File: config.mk
export PLATFORM = sky130hd
export DESIGN_NAME = rstctl_top
export DESIGN_NICKNAME = d
export VERILOG_FILES = /design/src/rtl/rstctl_pkg.sv /design/src/rtl/rstctl_pin_filter.sv /design/src/rtl/rstctl_bor_gate.sv /design/src/rtl/rstctl_status.sv /design/src/rtl/rstctl_seq.sv /design/src/rtl/rstctl_top.sv
export SDC_FILE = /design/constraint.sdc
export NUM_CORES = 1
export LEC_CHECK = 0
export CAP_MARGIN = 25
export CELL_PAD_IN_SITES_DETAIL_PLACEMENT = 1
export CELL_PAD_IN_SITES_GLOBAL_PLACEMENT = 2
export CORE_ASPECT_RATIO = 0.6
export CORE_MARGIN = 1.5
export CORE_UTILIZATION = 27
export DETAILED_ROUTE_END_ITERATION = 6
export GPL_ROUTABILITY_DRIVEN = 0
export GPL_TIMING_DRIVEN = 1
export PLACE_DENSITY = 0.83
export SYNTH_ARGS = -nofsm -noshare
export SYNTH_HDL_FRONTEND = slang
export SYNTH_SLANG_ARGS = --single-unit
export TNS_END_PERCENT = 20
File: constraint.sdc
create_clock -name clk -period 1.8 [get_ports clk]
set_input_delay 0.18 -clock clk [delete_from_list [all_inputs] [get_ports clk]]
set_output_delay 0.18 -clock clk [all_outputs]
set_load 0.02 [all_outputs]
File: src/rtl/rstctl_pkg.sv
package rstctl_pkg;
    localparam int NUM_FLAGS = 9;

    localparam int F_BOR   = 0;
    localparam int F_POR   = 1;
    localparam int F_EXT   = 2;
    localparam int F_SW    = 3;
    localparam int F_WDT   = 4;
    localparam int F_TRAP  = 5;
    localparam int F_ILLOP = 6;
    localparam int F_UNINT = 7;
    localparam int F_CFG   = 8;

    typedef enum logic [1:0] {
        ST_RUN     = 2'd0,
        ST_HOLD    = 2'd1,
        ST_STRETCH = 2'd2
    } seq_state_t;

    typedef enum logic [1:0] {
        BORM_OFF    = 2'b00,
        BORM_SOFT   = 2'b01,
        BORM_AWAKE  = 2'b10,
        BORM_ALWAYS = 2'b11
    } bor_mode_t;
endpackage

File: src/rtl/rstctl_pin_filter.sv
module rstctl_pin_filter #(
    parameter int SYNC_STAGES = 2,
    parameter int FILTER_LEN  = 4
) (
    input  logic clk,
    input  logic por,
    input  logic pin_async,
    output logic pin_accepted
);
    localparam int CW = $clog2(FILTER_LEN + 1);
    localparam logic [CW-1:0] CMAX = CW'(FILTER_LEN);

    logic [SYNC_STAGES-1:0] sync_q;
    logic [CW-1:0]          run_cnt;

    genvar gi;
    generate
        for (gi = 0; gi < SYNC_STAGES; gi++) begin : g_sync
            if (gi == 0) begin : g_first
                always_ff @(posedge clk) begin
                    if (por) sync_q[0] <= 1'b0;
                    else     sync_q[0] <= pin_async;
                end
            end else begin : g_next
                always_ff @(posedge clk) begin
                    if (por) sync_q[gi] <= 1'b0;
                    else     sync_q[gi] <= sync_q[gi-1];
                end
            end
        end
    endgenerate

    always_ff @(posedge clk) begin
        if (por)                          run_cnt <= '0;
        else if (!sync_q[SYNC_STAGES-1])  run_cnt <= '0;
        else if (run_cnt != CMAX)         run_cnt <= run_cnt + 1'b1;
    end

    assign pin_accepted = (run_cnt == CMAX);
endmodule

File: src/rtl/rstctl_bor_gate.sv
module rstctl_bor_gate
    import rstctl_pkg::*;
(
    input  logic       bor_detect,
    input  logic [1:0] bor_mode,
    input  logic       sw_bor_en,
    input  logic       sleep_active,
    output logic       bor_req
);
    logic armed;

    always_comb begin
        unique case (bor_mode_t'(bor_mode))
            BORM_OFF:    armed = 1'b0;
            BORM_SOFT:   armed = sw_bor_en;
            BORM_AWAKE:  armed = !sleep_active;
            BORM_ALWAYS: armed = 1'b1;
            default:     armed = 1'b0;
        endcase
    end

    assign bor_req = armed & bor_detect;
endmodule

File: src/rtl/rstctl_status.sv
module rstctl_status
    import rstctl_pkg::*;
#(
    parameter int NF = NUM_FLAGS
) (
    input  logic          clk,
    input  logic          por,
    input  logic [NF-1:0] req,
    input  logic          wr,
    input  logic [NF-1:0] wdata,
    output logic [NF-1:0] flags
);
    logic [NF-1:0] req_q;
    logic [NF-1:0] rise;
    logic [NF-1:0] por_value;
    logic [NF-1:0] base;

    always_comb begin
        por_value        = '0;
        por_value[F_POR] = 1'b1;
        por_value[F_BOR] = 1'b1;
    end

    assign rise = req & ~req_q;
    assign base = wr ? wdata : flags;

    always_ff @(posedge clk) begin
        if (por) begin
            req_q <= '0;
            flags <= por_value;
        end else begin
            req_q <= req;
            flags <= base | rise;
        end
    end
endmodule

File: src/rtl/rstctl_seq.sv
module rstctl_seq
    import rstctl_pkg::*;
#(
    parameter int STRETCH_LEN = 16
) (
    input  logic clk,
    input  logic por,
    input  logic any_req,
    output logic sys_rst
);
    localparam int SW = $clog2(STRETCH_LEN + 1);
    localparam logic [SW-1:0] LAST = SW'(STRETCH_LEN - 1);

    seq_state_t state_q, state_d;
    logic [SW-1:0] cnt_q;

    always_comb begin
        state_d = state_q;
        unique case (state_q)
            ST_RUN:     if (any_req) state_d = ST_HOLD;
            ST_HOLD:    if (!any_req) state_d = ST_STRETCH;
            ST_STRETCH: begin
                if (any_req)            state_d = ST_HOLD;
                else if (cnt_q == LAST) state_d = ST_RUN;
            end
            default:    state_d = ST_HOLD;
        endcase
    end

    always_ff @(posedge clk) begin
        if (por) begin
            state_q <= ST_HOLD;
            cnt_q   <= '0;
        end else begin
            state_q <= state_d;
            if (state_q == ST_STRETCH && state_d == ST_STRETCH) cnt_q <= cnt_q + 1'b1;
            else                                                cnt_q <= '0;
        end
    end

    always_comb begin
        unique case (state_q)
            ST_RUN:     sys_rst = 1'b0;
            ST_HOLD:    sys_rst = 1'b1;
            ST_STRETCH: sys_rst = 1'b1;
            default:    sys_rst = 1'b1;
        endcase
    end
endmodule

File: src/rtl/rstctl_top.sv
module rstctl_top
    import rstctl_pkg::*;
#(
    parameter int SYNC_STAGES = 2,
    parameter int FILTER_LEN  = 4,
    parameter int STRETCH_LEN = 16
) (
    input  logic                 clk,
    input  logic                 por_pulse,
    input  logic                 ext_rst_pin,
    input  logic                 sw_rst,
    input  logic                 wdt_timeout,
    input  logic                 bor_detect,
    input  logic                 trap_fault,
    input  logic                 illop_fault,
    input  logic                 uninit_fault,
    input  logic                 cfg_mismatch,
    input  logic [1:0]           bor_mode,
    input  logic                 sw_bor_en,
    input  logic                 sleep_active,
    input  logic                 reg_wr,
    input  logic [NUM_FLAGS-1:0] reg_wdata,
    output logic [NUM_FLAGS-1:0] reg_rdata,
    output logic                 sys_rst
);
    logic                 ext_ok;
    logic                 bor_req;
    logic [NUM_FLAGS-1:0] req_vec;
    logic                 any_req;

    rstctl_pin_filter #(
        .SYNC_STAGES(SYNC_STAGES),
        .FILTER_LEN (FILTER_LEN)
    ) u_filter (
        .clk         (clk),
        .por         (por_pulse),
        .pin_async   (ext_rst_pin),
        .pin_accepted(ext_ok)
    );

    rstctl_bor_gate u_bor (
        .bor_detect  (bor_detect),
        .bor_mode    (bor_mode),
        .sw_bor_en   (sw_bor_en),
        .sleep_active(sleep_active),
        .bor_req     (bor_req)
    );

    always_comb begin
        req_vec          = '0;
        req_vec[F_BOR]   = bor_req;
        req_vec[F_EXT]   = ext_ok;
        req_vec[F_SW]    = sw_rst;
        req_vec[F_WDT]   = wdt_timeout;
        req_vec[F_TRAP]  = trap_fault;
        req_vec[F_ILLOP] = illop_fault;
        req_vec[F_UNINT] = uninit_fault;
        req_vec[F_CFG]   = cfg_mismatch;
    end

    assign any_req = |req_vec;

    rstctl_status #(.NF(NUM_FLAGS)) u_status (
        .clk  (clk),
        .por  (por_pulse),
        .req  (req_vec),
        .wr   (reg_wr),
        .wdata(reg_wdata),
        .flags(reg_rdata)
    );

    rstctl_seq #(.STRETCH_LEN(STRETCH_LEN)) u_seq (
        .clk    (clk),
        .por    (por_pulse),
        .any_req(any_req),
        .sys_rst(sys_rst)
    );
endmodule

* Yosys cells after proc, flatten, opt, wreduce, memory -nomap -nowiden
Cells that the tools add are included.
Operators by class: $add $sub $neg 2, equal/unequal tests 9, muxes and demuxes 8, bitwise operators 6, reduce and logical (&&, ||, !) cells 7
Operators with widths (count):
- bitwise AND 9 bit | 1
- 2-to-1 mux 9 bit | 1
- inverter 9 bit | 1
- bitwise OR 9 bit | 1
- equality test 2 bit, second input constant | 4
- 2-to-1 mux 2 bit | 4
- OR reduction 8 bit | 1
- one-hot mux 2 bit (3 select lines) | 1
- adder 5 x 1 -> 5 bit, second input constant | 1
- equality test 5 x 4 -> 1 bit, second input constant | 1
- equality test 2 x 1 -> 1 bit, second input constant | 2
- logical NOT 2 bit | 2
- one-hot mux 1 bit (4 select lines) | 1
- OR reduction 2 bit | 2
- adder 3 x 1 -> 3 bit, second input constant | 1
- equality test 3 bit, second input constant | 1
- inequality test 3 bit, second input constant | 1
- inverter 1 bit | 2
- bitwise AND 1 bit | 1
- logical AND 1 bit | 1
- logical NOT 1 bit | 1
- 2-to-1 mux 1 bit | 1
Storage, ports and cells: register bits 30, output and inout bits 10, word-level logic and storage cells 40

* Logic depth before layout (Yosys ltp)
depth in word-level cells 10, depth in mapped cells 6, depth with buffers taken out 6

* Hierarchy
Synthesis repeated with hierarchy kept, for this count alone.
Unflattened totals: cells, all modules 113, area, all modules 1157.4 um^2
By module, submodules not included:
- rstctl_status | instances 1, cells an instance 57, area an instance 634.4 um^2, sequential area each 360.3 um^2
- rstctl_seq | instances 1, cells an instance 26, area an instance 262.8 um^2, sequential area each 140.1 um^2
- rstctl_pin_filter | instances 1, cells an instance 22, area an instance 220.2 um^2, sequential area each 100.1 um^2
- rstctl_bor_gate | instances 1, cells an instance 4, area an instance 20.0 um^2, sequential area each 0.0 um^2
- rstctl_top | instances 1, cells an instance 4, area an instance 20.0 um^2, sequential area each 0.0 um^2

* Worst setup path after synthesis
OpenSTA, ideal clock, no wires.
path kind flip-flop to flip-flop, start point reg u_seq.cnt_q[0], end point reg u_seq.cnt_q[1], data arrival time 1446 ps, required time 1719 ps, path slack 274 ps, stages on the path, launching flop included 7, buffers on the path 0, clock period less this slack 1526 ps, cells stage by stage dfxtp_1 -> ha_1 -> and3_1 -> ha_1 -> nor3b_1 -> nand4_1 -> nor3b_1
On the way: longest elaborated chain between the ends 8
RTL lines:
- start: declaration | RTL line rstctl_seq.sv:15 | logic [SW-1:0] cnt_q;
- start signal: assignment | RTL line rstctl_seq.sv:36 | if (state_q == ST_STRETCH && state_d == ST_STRETCH) cnt_q <= cnt_q + 1'b1;
- equality test 5 x 4 -> 1 bit | RTL line rstctl_seq.sv:24 | else if (cnt_q == LAST) state_d = ST_RUN;
- 2-to-1 mux 2 bit | RTL line rstctl_seq.sv:24
- 2-to-1 mux 2 bit | RTL line rstctl_seq.sv:23 | if (any_req) state_d = ST_HOLD;
- one-hot mux 2 bit (3 select lines) | RTL line rstctl_seq.sv:19 | unique case (state_q)
- equality test 2 bit | RTL line rstctl_seq.sv:36
- logical AND 1 bit | RTL line rstctl_seq.sv:36
- inverter 1 bit (no line)
- OR reduction 2 bit (no line)
Parallel ways exist; a longest one is shown, timed or not. A chain may end at the register's enable or synchronous reset.

* Worst setup path in the final report
start point reg u_seq.cnt_q[0], end point reg u_seq.cnt_q[2]
The elaborated chain is that of the path after synthesis.

==> results.md <==
Die:
- The floorplan die height is 53.0 um.
- The number of placed I/O pins is 34.
- The initial cell density of the core is 29.3%.
- In this run the core area contains 17 standard-cell rows.
- The region available for standard cell placement spans 3830 um^2.
- The floorplan step defined a die boundary enclosing 4570 um^2.
- The x dimension of the die is 86.3 um.

Clock tree:
- The quantity of hold-fixing buffers added after cts is 0.
- Clock tree synthesis found a total of 29 sinks.
- CTS built an H-tree with a depth of 2.
- The tree is rooted in a clkbuf_8.
- The latest clock arrival within the worst-skew pair is 0.28 ns.
- Counting the buffers created by CTS gives 5.
- The CTS tree is built.
- The clock-pin slew on the worst setup and hold paths is 0.07 ns.
- The number of buffers on the longest clock path is 2.

Power:
- Internal power comes to 1.04 mW.
- For this design the ratio of total power to cell area is 856 nW/um^2.
- The standby leakage power is 0.611 nW.
- The portion of total power attributed to the clock network is 37.6%.
- The switching portion of total power is 24.6%.
- The share of power burned in combinational logic is 12.9%.
- Sequential cells burn 49.5% of the power.
- Across the VDD grid, the largest voltage drop is 0.317 mV.
- The reported net switching power is 338 uW.

Yosys:
- The mapped cell area is 1120 um^2.
- Averaged over all synthesized cells, the footprint is 10.2 um^2.
- Yosys mapped the design onto 29 distinct sky130hd cell types.
- Synthesis produced a netlist with a net count of 138.
- The fraction of the yosys area taken by sequential cells is 51.7%.
- The Yosys warning count is 0.
- The number of storage elements in the synthesis netlist is 29.
- Counting every instance in the synthesized netlist gives 110.

Min path:
- The end point of the most critical hold path is u_filter.sync_q[1].
- The class of the tightest hold or removal check is flop to flop.
- The startpoint of the worst hold path is u_filter.sync_q[0].
- The count of cells along the worst hold path is 1.

Timing:
- The worst clock skew is 0.00775 ns.
- Setup violations remaining at the end of the flow were counted as 0.
- The final max-slew violation count is 0.
- For the final routed database, the setup TNS stands at 0 ns.
- Setup repair after global routing could not meet its margin everywhere.
- The fmax is 0.576 GHz.
- The final worst-path cycle share is 96.5%.
- The hold violation count in the final report was 0.
- Hold timing on the final database bottoms out at a slack of 0.440 ns.
- After layout, the minimum clock period comes to 1.74 ns.
- The slew at the pin with the worst max-slew slack is 0.430 ns.
- The relative max-transition margin is 71.3%.

Detailed routing:
- In the final routed layout, each cell accounts on average for 14.0 um.
- The routed via count is 905.
- Using the TritonRoute via totals, the vias-per-cell ratio works out to 4.59.
- After detailed routing, the number of remaining DRC violations is 0.
- The first TritonRoute pass finished after 3 iterations.
- The total wirelength of the detailed-routed design is 2760 um.
- Once detail routing completed, the nets flagged for antenna violations numbered 0.
- The starting DRC count in detailed routing is 11.

Worst setup path:
- The kind of cell adding the most delay to the critical path is simple AND/OR/NAND/NOR gates.
- The data arrival time of the critical path is 1.94 ns.
- Counting cells, the worst reg-to-reg path comes to 6.
- The type of the worst setup path is flop to flop.
- The slack of the worst reg-to-reg path is 0.06 ns.
- STA classifies the critical path endpoint as a flop.
- The buffer and inverter count on the worst path is 0.
- The critical register-to-register path endpoint is u_seq.cnt_q[2].
- The largest single stage delay on the critical path is 0.33 ns.
- The library cell contributing the largest single delay on the critical path is dfxtp_1.
- The signal on the critical path passes through ha_1 -> and3_1 -> ha_1 -> nor3b_2 -> nand4_1 -> nor3_1.
- The startpoint type of the worst setup path is a flop.
- The highest net fanout along the worst path is 5.
- The data required time of the worst path is 2.00 ns.
- The startpoint of the lowest-slack register-to-register path is u_seq.cnt_q[0].
- In this design, the critical path's most frequently occurring cell is ha_1.

Final layout:
- The register cell area after layout is 581 um^2.
- The count of antenna diodes in the layout is 0.
- Leaving out fill and tap cells, the most frequent cell in the layout is clkdlybuf4s50_1.
- The area growth from synthesis to layout is 43.0%.
- The filler cells instantiated in the layout total 430.
- For this run, the post-layout net count is 177.
- In the final layout, the share of cells above drive strength 1 is 10.7%.
- The finished cells cover 1610 um^2.
- The multi-input combinational cells in the finished layout cover a total of 517 um^2.
- Leaving out fill and tap cells, the most frequent cells in the layout are clkdlybuf4s50_1 (33), dfxtp_1 (29), nor2b_1 (11), a21oi_1 (8), mux2i_1 (7).

Run status:
- The flow ran to the end, and the final reports show no timing, DRC or antenna violations.

GRT:
- The first global-routing pass estimated 4540 um of wire.
- The largest net degree at the start of global routing is 21.
- Across every metal layer, demand over resource in global routing totals 13.9%.
- The via count of the first global-routing pass is 964.
- The overall overflow remaining after global route is 0.
- The initial antenna violation count came to 0.

Placement:
- The cell area reported after detailed placement is 1510 um^2.
- The number of port buffers is 33.
- The detailed placer's ending HPWL is 2040 um.

Job:
- The tool flagged a number of max-cap violations equal to 0.
-- metal layers --
layer,global-route usage [%],up-vias,share of wire (%)
met5,0,-,0
met4,8.87,0,2.6
met3,3.90,7,5.5
met2,23.4,27,46
met1,15.8,421,46
li1,-,450,-
-- how the worst max path moves through the flow --
stage	from	to	slack (ns)	cells after the start
after floorplan	u_seq.cnt_q[0]	u_seq.cnt_q[1]	0.27	6
after global placement	u_seq.cnt_q[0]	u_seq.cnt_q[1]	0.17	6
after detailed placement	u_seq.cnt_q[0]	u_seq.cnt_q[2]	0.05	6
final	u_seq.cnt_q[0]	u_seq.cnt_q[2]	0.06	6
after global routing	u_seq.cnt_q[0]	u_seq.cnt_q[1]	-0.02	6
after CTS	u_seq.cnt_q[0]	u_seq.cnt_q[2]	0.03	6
-- power groups by stage --
stage	registers [mW]	logic [mW]	clock network [mW]
CTS	0.680	0.181	0.542
floorplan	0.711	0.0586	0
finish	0.680	0.178	0.517
global placement	0.692	0.174	0
global route	0.683	0.193	0.576
detailed placement	0.694	0.179	0
-- through the flow --
step	total power [mW]	worst slack [ns]	utilization (%)	std cells
floorplan	0.769	0.274	-	110
global placement	0.866	0.174	39.4	189
detailed placement	0.873	0.0468	39.4	189
CTS	1.40	0.0269	41.7	197
global route	1.45	-0.0232	42.0	197
finish	1.37	0.0639	42.0	197
-- worst register-to-register path, cell delays in order, from the launching register on --
cell     delay (ns)
dfxtp_1        0.33
ha_1           0.23
and3_1         0.19
ha_1           0.19
nor3b_2        0.20
nand4_1        0.26
nor3_1         0.26
-- cell usage after synthesis, drive strengths merged --
| cell | number | share of area (%) |
|---|---|---|
| nor3 | 6 | 2.7 |
| xor2 | 1 | 0.78 |
| xnor2 | 2 | 1.6 |
| or2b | 1 | 0.67 |
| a211o | 2 | 1.6 |
| nor4 | 2 | 2.5 |
| nand3 | 3 | 1.3 |
| inv | 5 | 1.7 |
| nand4 | 1 | 0.56 |
| nor3b | 2 | 1.3 |
| or3 | 1 | 0.56 |
| o21ai | 1 | 0.78 |
| mux2i | 7 | 6.2 |
| or2 | 1 | 0.56 |
| nand2b | 6 | 3.3 |
| nor2 | 5 | 1.7 |
| o21a | 1 | 0.67 |
| mux2 | 1 | 1.0 |
| and3 | 1 | 0.56 |
| buf | 2 | 1.1 |
| ha | 4 | 4.5 |
| nand2 | 5 | 1.7 |
| dfxtp | 29 | 52 |
| a21oi | 8 | 3.6 |
| nor2b | 11 | 6.1 |
| clkbuf | 1 | 0.45 |
| a2111o | 1 | 1.0 |
-- sequential cells by signal, indices dropped and copies added, names as in the netlist --
register          cells
u_filter.run_cnt      3
u_status.req_q        8
u_seq.state_q         2
u_filter.sync_q       2
u_status.flags        9
u_seq.cnt_q           5
-- layout make-up --
class	count	share of cell area, %
multi-input combinational	73	32.2
timing repair buffer	35	21.5
tap	47	3.66
clock buffer	5	4.28
sequential	29	36.1
inverter	5	1.17
clock inverter	3	1.09
-- timing repair --
| item | in CTS | in global routing |
|---|---|---|
| endpoints found under the setup margin | 0 | 5 |
| endpoints found under the hold margin | 0 | 0 |
| gates resized for setup | 0 | 2 |
| buffers inserted | 0 | 0 |
-- kinds of logic (layout without fill, tap and decap cells) --
group / Yosys count / after routing / synth area share, %
xor+xnor: 3 / 3 / 2.34
buf+inv: 8 / 48 / 3.23
simple gates: 45 / 45 / 23.5
compound gates: 13 / 13 / 7.57
fa+ha+maj: 4 / 4 / 4.45
flops: 29 / 29 / 51.7
mux: 8 / 8 / 7.24
(Power assumes the default switching activity.)
